`config.mk`:
```
export PLATFORM = sky130hd
export DESIGN_NAME = dram_strobe_seq
export DESIGN_NICKNAME = d
export VERILOG_FILES = /design/src/rtl/rcs_pkg.sv /design/src/rtl/rcs_tap_chain.sv /design/src/rtl/rcs_addr_split.sv /design/src/rtl/dram_strobe_seq.sv
export SDC_FILE = /design/constraint.sdc
export NUM_CORES = 1
export LEC_CHECK = 0
export ABC_AREA = 1
export BUFFER_PORTS_ARGS = -buffer_cell sky130_fd_sc_hd__buf_2
export CAP_MARGIN = 20
export CORE_MARGIN = 8
export CORE_UTILIZATION = 25
export DETAILED_ROUTE_END_ITERATION = 10
export PLACE_DENSITY = 0.48
export RECOVER_POWER = 25
export SLEW_MARGIN = 40
export SYNTH_ARGS = -nofsm -noshare
export SYNTH_HDL_FRONTEND = slang
export SYNTH_SLANG_ARGS = --single-unit
```
`constraint.sdc`:
```
create_clock -name clk -period 1.5 [get_ports clk]
set_input_delay 0.375 -clock clk [delete_from_list [all_inputs] [get_ports clk]]
set_output_delay 0.375 -clock clk [all_outputs]
set_load 0.01 [all_outputs]
```
`src/rtl/rcs_pkg.sv`:
```
package rcs_pkg;
    typedef enum logic [1:0] {
        PH_IDLE = 2'd0,
        PH_OPEN = 2'd1,
        PH_PRE  = 2'd2
    } phase_e;
endpackage

```
`src/rtl/rcs_tap_chain.sv`:
```
// Clocked delay line: each stage passes the previous one along while run is
// high; dropping run clears every stage on the same edge.
module rcs_tap_chain #(
    parameter int LEN = 2
) (
    input  logic           clk,
    input  logic           rst_n,
    input  logic           run,
    input  logic           din,
    output logic [LEN-1:0] taps_q
);
    logic [LEN-1:0] taps_d;

    for (genvar i = 0; i < LEN; i++) begin : g_stage
        if (i == 0) begin : g_head
            assign taps_d[i] = run & din;
        end else begin : g_body
            assign taps_d[i] = run & taps_q[i-1];
        end
    end

    always_ff @(posedge clk) begin
        if (!rst_n) taps_q <= '0;
        else        taps_q <= taps_d;
    end
endmodule

```
`src/rtl/rcs_addr_split.sv`:
```
// Picks the row (upper) or column (lower) half of the linear address.
module rcs_addr_split #(
    parameter int ADDR_W = 8
) (
    input  logic [ADDR_W-1:0]   addr,
    input  logic                sel_col,
    output logic [ADDR_W/2-1:0] half
);
    localparam int HALF = ADDR_W / 2;

    always_comb begin
        if (sel_col) half = addr[HALF-1:0];
        else         half = addr[ADDR_W-1:HALF];
    end
endmodule

```
`src/rtl/dram_strobe_seq.sv`:
```
module dram_strobe_seq
    import rcs_pkg::*;
#(
    parameter int ADDR_W     = 8,
    parameter int DATA_W     = 8,
    parameter int RAS_TO_MUX = 1,
    parameter int MUX_TO_CAS = 1,
    parameter int PRECHARGE  = 2
) (
    input  logic                clk,
    input  logic                rst_n,
    input  logic [ADDR_W-1:0]   bus_addr,
    input  logic                bus_rd,
    input  logic                bus_wr,
    input  logic [DATA_W-1:0]   bus_wdata,
    output logic [DATA_W-1:0]   bus_rdata,
    output logic                bus_rvalid,
    output logic                dram_ras_n,
    output logic                dram_cas_n,
    output logic                dram_we_n,
    output logic                dram_col_sel,
    output logic [ADDR_W/2-1:0] dram_addr,
    output logic [DATA_W-1:0]   dram_wdata,
    input  logic [DATA_W-1:0]   dram_rdata
);
    localparam int TAP_LEN = RAS_TO_MUX + MUX_TO_CAS;
    localparam int CNT_W   = $clog2(PRECHARGE + 1);

    typedef struct packed {
        phase_e            phase;
        logic [CNT_W-1:0]  cnt;
        logic              ras;
        logic              we;
        logic [DATA_W-1:0] wdata;
        logic              rvalid;
        logic [DATA_W-1:0] rdata;
    } seq_t;

    seq_t cur_q, nxt_d;
    logic [TAP_LEN-1:0] taps_q;
    logic cmd, col_on, cas_on;

    assign cmd    = bus_rd | bus_wr;
    assign col_on = taps_q[RAS_TO_MUX-1];
    assign cas_on = taps_q[TAP_LEN-1];

    always_comb begin
        nxt_d = cur_q;
        unique case (cur_q.phase)
            PH_IDLE: begin
                if (cmd) begin
                    nxt_d.phase = PH_OPEN;
                    nxt_d.ras   = 1'b1;
                    nxt_d.we    = bus_wr;
                    if (bus_wr) nxt_d.wdata = bus_wdata;
                end
            end
            PH_OPEN: begin
                if (!cmd) begin
                    nxt_d.phase  = PH_PRE;
                    nxt_d.cnt    = CNT_W'(PRECHARGE - 1);
                    nxt_d.ras    = 1'b0;
                    nxt_d.we     = 1'b0;
                    nxt_d.rvalid = 1'b0;
                end else if (cas_on && !cur_q.we && !cur_q.rvalid) begin
                    nxt_d.rvalid = 1'b1;
                    nxt_d.rdata  = dram_rdata;
                end
            end
            PH_PRE: begin
                if (cur_q.cnt != '0) begin
                    nxt_d.cnt = cur_q.cnt - CNT_W'(1);
                end else if (cmd) begin
                    nxt_d.phase = PH_OPEN;
                    nxt_d.ras   = 1'b1;
                    nxt_d.we    = bus_wr;
                    if (bus_wr) nxt_d.wdata = bus_wdata;
                end else begin
                    nxt_d.phase = PH_IDLE;
                end
            end
            default: nxt_d.phase = PH_IDLE;
        endcase
    end

    always_ff @(posedge clk) begin
        if (!rst_n) cur_q <= '0;
        else        cur_q <= nxt_d;
    end

    rcs_tap_chain #(.LEN(TAP_LEN)) u_taps (
        .clk    (clk),
        .rst_n  (rst_n),
        .run    (nxt_d.ras),
        .din    (cur_q.ras),
        .taps_q (taps_q)
    );

    rcs_addr_split #(.ADDR_W(ADDR_W)) u_split (
        .addr    (bus_addr),
        .sel_col (col_on),
        .half    (dram_addr)
    );

    assign dram_ras_n   = ~cur_q.ras;
    assign dram_cas_n   = ~cas_on;
    assign dram_we_n    = ~cur_q.we;
    assign dram_col_sel = col_on;
    assign dram_wdata   = cur_q.wdata;
    assign bus_rdata    = cur_q.rdata;
    assign bus_rvalid   = cur_q.rvalid;

    // the mux moves to the column only after the row strobe has been low a cycle
    a_r3_mux_after_ras: assert property (@(posedge clk) disable iff (!rst_n)
        $rose(dram_col_sel) |-> !dram_ras_n && $past(!dram_ras_n));

    // column strobe only inside an open row with the column address out
    a_r4_cas_gated: assert property (@(posedge clk) disable iff (!rst_n)
        !dram_cas_n |-> !dram_ras_n && dram_col_sel);

    // everything lets go on the edge the row strobe rises
    a_r5_release_together: assert property (@(posedge clk) disable iff (!rst_n)
        $rose(dram_ras_n) |-> dram_cas_n && dram_we_n && !dram_col_sel && !bus_rvalid);

    // row strobe stays high across the precharge window
    if (PRECHARGE >= 2) begin : g_pre_chk
        a_r6_precharge_min: assert property (@(posedge clk) disable iff (!rst_n)
            $rose(dram_ras_n) |=> dram_ras_n);
    end

    // early write, enable falls with the row strobe
    a_r7_early_we: assert property (@(posedge clk) disable iff (!rst_n)
        $fell(dram_we_n) |-> $fell(dram_ras_n));

    // captured data stays put while the enable is low
    a_r7_wdata_hold: assert property (@(posedge clk) disable iff (!rst_n)
        (!dram_we_n && $past(!dram_we_n)) |-> $stable(dram_wdata));

    // read data is only flagged on a read with the column strobe low
    a_r8_rvalid_read_only: assert property (@(posedge clk) disable iff (!rst_n)
        bus_rvalid |-> dram_we_n && !dram_cas_n);
endmodule

```
### Word-level counts from Yosys, hierarchy flattened

Index checks and enable logic that the tools add are counted.

| cells by class | value |
|---|---|
| add/subtract/negate cells | 1 |
| multiply operators | 0 |
| div/mod/pow operators | 0 |
| $lt $le $gt $ge | 0 |
| equality and inequality tests | 7 |
| shifts and indexed selects | 0 |
| mux-type cells | 15 |
| bitwise gates (word level) | 6 |
| reduce and logical (&&, ||, !) cells | 15 |

Operators by type and width:

| operator | count |
|---|---|
| two-way mux 10 bit | 2 |
| one-hot mux 8 bit (2 select lines) | 1 |
| one-hot mux 2 bit (3 select lines) | 2 |
| AND reduction 3 bit | 4 |
| two-way mux 9 bit | 1 |
| two-way mux 8 bit | 1 |
| != test 2 bit, second input constant | 4 |
| two-way mux 2 bit | 3 |
| two-way mux 6 bit | 1 |
| nonzero test 2 bit | 3 |
| two-way mux 4 bit | 1 |
| one-hot mux 2 bit (2 select lines) | 1 |
| AND reduction 2 bit | 2 |
| NOT 1 bit | 3 |
| nonzero test 3 bit | 1 |
| bitwise AND 1 bit | 2 |
| == test 2 x 1 -> 1 bit, second input constant | 1 |
| == test 2 bit, second input constant | 1 |
| logical AND 1 bit | 2 |
| logical NOT 1 bit | 2 |
| logical NOT 2 bit | 1 |
| two-way mux 1 bit | 2 |
| != test 2 x 1 -> 1 bit, second input constant | 1 |
| subtractor 2 x 1 -> 2 bit, second input constant | 1 |
| bitwise OR 1 bit | 1 |

| storage, ports and cells | value |
|---|---|
| register bits | 25 |
| latch bits | 0 |
| bits in writable memories | 0 |
| bits in read-only memories | 0 |
| bits of input ports | 28 |
| output and inout bits | 25 |
| word-level logic and storage cells | 52 |
| memories | 0 |

### Depth between registers and ports, before layout

| depth | value |
|---|---|
| depth after elaboration | 5 |
| depth in mapped cells | 9 |
| depth with buffers taken out | 8 |

### Cells and area by module

A second synthesis with hierarchy kept.

| unflattened totals | value |
|---|---|
| cell total of the unflattened synthesis | 193 |
| area total of the unflattened synthesis | 1,262.5 µm² |

By module, submodules not included:

| module | times used | cells each | area each (µm²) | seq. area each (µm²) |
|---|---|---|---|---|
| dram_strobe_seq | 1 | 173 | 1,154.9 | 460.4 |
| rcs_tap_chain | 1 | 7 | 58.8 | 40.0 |
| rcs_addr_split | 1 | 13 | 48.8 | 0.0 |

### Least setup slack after synthesis

No wires, ideal clock.

| timing | value |
|---|---|
| kind | reg-to-reg |
| start | register cur_q[19] (netlist name) |
| end | register cur_q (netlist bit dram_wdata[6]) |
| library setup time | 113 ps |
| arrival time | 1,100 ps |
| required time | 1,387 ps |
| path slack | 287 ps |
| stages on the path, launching flop included | 10 |
| path buffers | 1 |
| clock period less this slack | 1,213 ps |
| path through | dfxtp_1 > inv_1 > ha_1 > inv_1 > nand2_2 > nand3_2 > buf_4 > nand2_1 > nand2_1 > nor2_1 |

| between the ends | value |
|---|---|
| cells in the longest elaborated chain, start to end | 3 |

Ends and longest elaborated chain:

| item | line | text |
|---|---|---|
| start, declared | dram_strobe_seq.sv:39 | `seq_t cur_q, nxt_d;` |
| start signal, assigned | dram_strobe_seq.sv:88 | `else cur_q <= nxt_d;` |
| nonzero test 2 bit | dram_strobe_seq.sv:71 | `if (cur_q.cnt != '0) begin` |
| != test 2 bit (no line) | - |  |
| AND reduction 2 bit (no line) | - |  |

Every way passes these cells.
A chain may end at the register's enable or synchronous reset.

### Worst setup path after layout

| timing | value |
|---|---|
| start | register u_taps.taps_q[0] |
| end | output port dram_addr[3] |

| between the ends | value |
|---|---|
| cells in the longest elaborated chain, start to end | 1 |

Ends and longest elaborated chain:

| item | line | text |
|---|---|---|
| start, declared | rcs_tap_chain.sv:10 | `output logic [LEN-1:0] taps_q` |
| start signal, assigned | rcs_tap_chain.sv:24 | `else taps_q <= taps_d;` |
| two-way mux 4 bit | rcs_addr_split.sv:12 | `if (sel_col) half = addr[HALF-1:0];` |
| end, declared | dram_strobe_seq.sv:22 | `output logic [ADDR_W/2-1:0] dram_addr,` |

Every way passes these cells.

==> flow_summary.ini <==
[status]
outcome = finished clean

[global_route]
grt_pass1_wl_microns = 4750
grt_max_degree = 18
first_global_vias = 1134
antenna_found_initial = 0
grt_overflow_total = 0
grtUsageTotal_pct = 7.65

[floorplan]
row_count = 25
start_util_pct = 26.2
core_area_sq_um = 4790
die-width_microns = 86.8
die_y_microns = 86.8
die-area_sq_um = 7530
ioPinCount = 53

[detailed_routing]
routed_wl_microns = 2800
drt_iter0_drc = 29
ant_nets = 0
vias = 1112
drcViolationCount = 0
viasPerCell = 3.76
wire_per_inst_microns = 9.45
dr.pass1.iters = 3

[sta]
worst_clock_skew_ns = 0.00320
finalCriticalPeriod_ns = 1.36
fmax_mhz = 734
hold_violations = 0
fin_setup_tns_ns = 0
slew_violations = 0
finalSetupViolCount = 0
grt_setup_unrepaired = false
max_slew_margin_pct = 77.7
period_share_pct = 90.8
max_slew.worst_pin.slew_ns = 0.333

[pwr]
power_density_nw_per_um2 = 886
p_leak_nw = 0.791
max-vdd-ir-drop_mv = 0.537

[cells_and_area]
fin_area_sq_um = 1500
layout-drive-gt1-share_pct = 23.6
diodes = 0
areaGrowthSynthToFinish_pct = 20.0
layout.nets = 259
utilization_pct = 31.4
layout.cells.non_filler = 296
nFillCells = 553

[yosys]
synth_mux_area_share_pct = 0
ys_warn_count = 0
yosys.area.top_type = dfxtp_1
synthAdderAreaFrac_pct = 0.999
avgSynthCellArea_sq_um = 6.52
yosys.cell_types.count = 18
synth_most_common_cell = nand2_1
synthTopCellsByArea = dfxtp_1, nand2_1, nor2_1, buf_4, inv_1
synth_common_cells = nand2_1, nor2_1, inv_1
ys_ff_latch = 25
synth-edff-count = 0
yosys.area_share.simple_pct = 35.9
seq_area_frac_synth_pct = 40.0
netlist_instances = 192
synth_xor_area_share_pct = 0
synth_area_sq_um = 1250
synth_top_family_by_area = simple AND/OR/NAND/NOR gates
synth-compound-area-share_pct = 2.50
synthesis.nets = 221
synth_top_cell_area_share_pct = 40.0
synthArstFlopShare_pct = 0
synthFlopType = dfxtp_1

[setup_path]
crit_required_ns = 1.12
r2r_cells = 7
r2r_end = bus_rdata[2]
crit_chain = inv_1 -> nand2_1 -> nand2_1 -> buf_2
crit_arrival_ns = 0.99
crit_fanout = 6
cp.depth = 4
max_stage_delay_ns = 0.38
reg2reg_slack_ns = 0.26
critPathLaunch = u_taps.taps_q[0]
end_kind = output pin
cp_top_family = flip-flops
r2r-start = cur_q[21]
crit_path_end = dram_addr[3]
cp_common_cell = nand2_1
cpMaxStageDelayCell = dfxtp_2
crit_type = flip-flop to output pin
crit_buf_inv = 2
cp-start-kind = flip-flop

[cts]
clock-root-buffer = clkbuf_8
insertion_delay_ns = 0.27
cts.clk_slew.worst_paths_ns = 0.09
cts_tree = yes
cts_hold_buf = 0
cts_max_level = 1
cts.sinks = 25
clockBufferDepth = 2
cts_buffers = 3

[placement]
gp_congestion = 0.776
numPortBuffers = 52
placed_area_sq_um = 1460
dp_hpwl_microns = 2170
dp.cells = 292

[min_path]
min_path_type = primary input to flip-flop

[flow_run]
cap_violations = 0
## worst reg2reg max path, delay by kind of cell, from the launching register on
| family | cells | cell delay [ns] |
|---|---|---|
| simple gates | 6 | 0.67 |
| flops | 1 | 0.38 |
| buf+inv | 1 | 0.11 |
## layer usage
metal	global-route usage, %	wire, microns	vias to the layer above
li1	-	-	620
met3	5.10	375	0
met5	0	0	-
met1	8.27	1300	452
met4	0	0	0
met2	12.8	1130	40
## what timing repair did
action,CTS,global route
endpoints found under the setup margin,0,10
buffers inserted,0,0
gates resized for setup,0,2
## worst min-delay path by stage
stage                       from             to  slack (ns)  cells past startpoint
floorplan              cur_q[20]      cur_q[20]        0.44                      2
global placement       cur_q[20]      cur_q[20]        0.45                      2
detailed placement     cur_q[20]      cur_q[20]        0.45                      2
CTS                 bus_wdata[2]  dram_wdata[2]        0.31                      3
global route        bus_wdata[1]  dram_wdata[1]        0.31                      3
finish              bus_wdata[2]  dram_wdata[2]        0.32                      3
## registers in the layout, summed over array words and instances (netlist names), named ones only
name and flops:
cur_q 5, dram_wdata 8, bus_rvalid 1, bus_rdata 8, u_taps.taps_q 2
## cells in the final DEF (no fill, tap or decap), drive strengths merged
| master | count |
|---|---|
| nand2 | 61 |
| buf | 43 |
| nor2 | 41 |
| inv | 30 |
| dfxtp | 25 |
| clkbuf | 13 |
| nand3 | 6 |
| a21oi | 3 |
| o21ai | 2 |
| nand4 | 1 |
| nor3 | 1 |
| a31oi | 1 |
| ha | 1 |
| clkinvlp | 1 |
## through the flow
stage	power [mW]	setup slack (ns)	hold WS (ns)
after global routing	1.42	0.0303	0.313
final	1.33	0.138	0.320
after floorplan	0.871	0.287	0.436
after CTS	1.36	0.0272	0.314
after detailed placement	0.939	0.140	0.454
after global placement	0.941	0.129	0.450
## kinds of logic (layout without fill, tap and decap cells)
| kind of cell | count (synthesis) | count (layout) |
|---|---|---|
| AND/OR/NAND/NOR | 110 | 110 |
| buffers and inverters | 50 | 87 |
| flip-flops | 25 | 25 |
| AO/OA/AOI/OAI | 6 | 6 |
| adder cells (fa/ha/maj) | 1 | 1 |
## power by group
group          internal (mW)  switching [mW]
registers              0.693          0.0179
clock network          0.188           0.224
logic                 0.0861           0.122
total                  0.967           0.364
## layout make-up
type,instances,area [sq um],area share (%)
Sequential cell,25,502,33.4
Multi-Input combinational cell,117,500,33.3
Timing Repair Buffer,53,255,17.0
Inverter,30,113,7.49
Tap cell,67,83.8,5.58
Clock buffer,3,41.3,2.75
Clock inverter,1,7.51,0.500
Power figures use the tool's default switching activity.
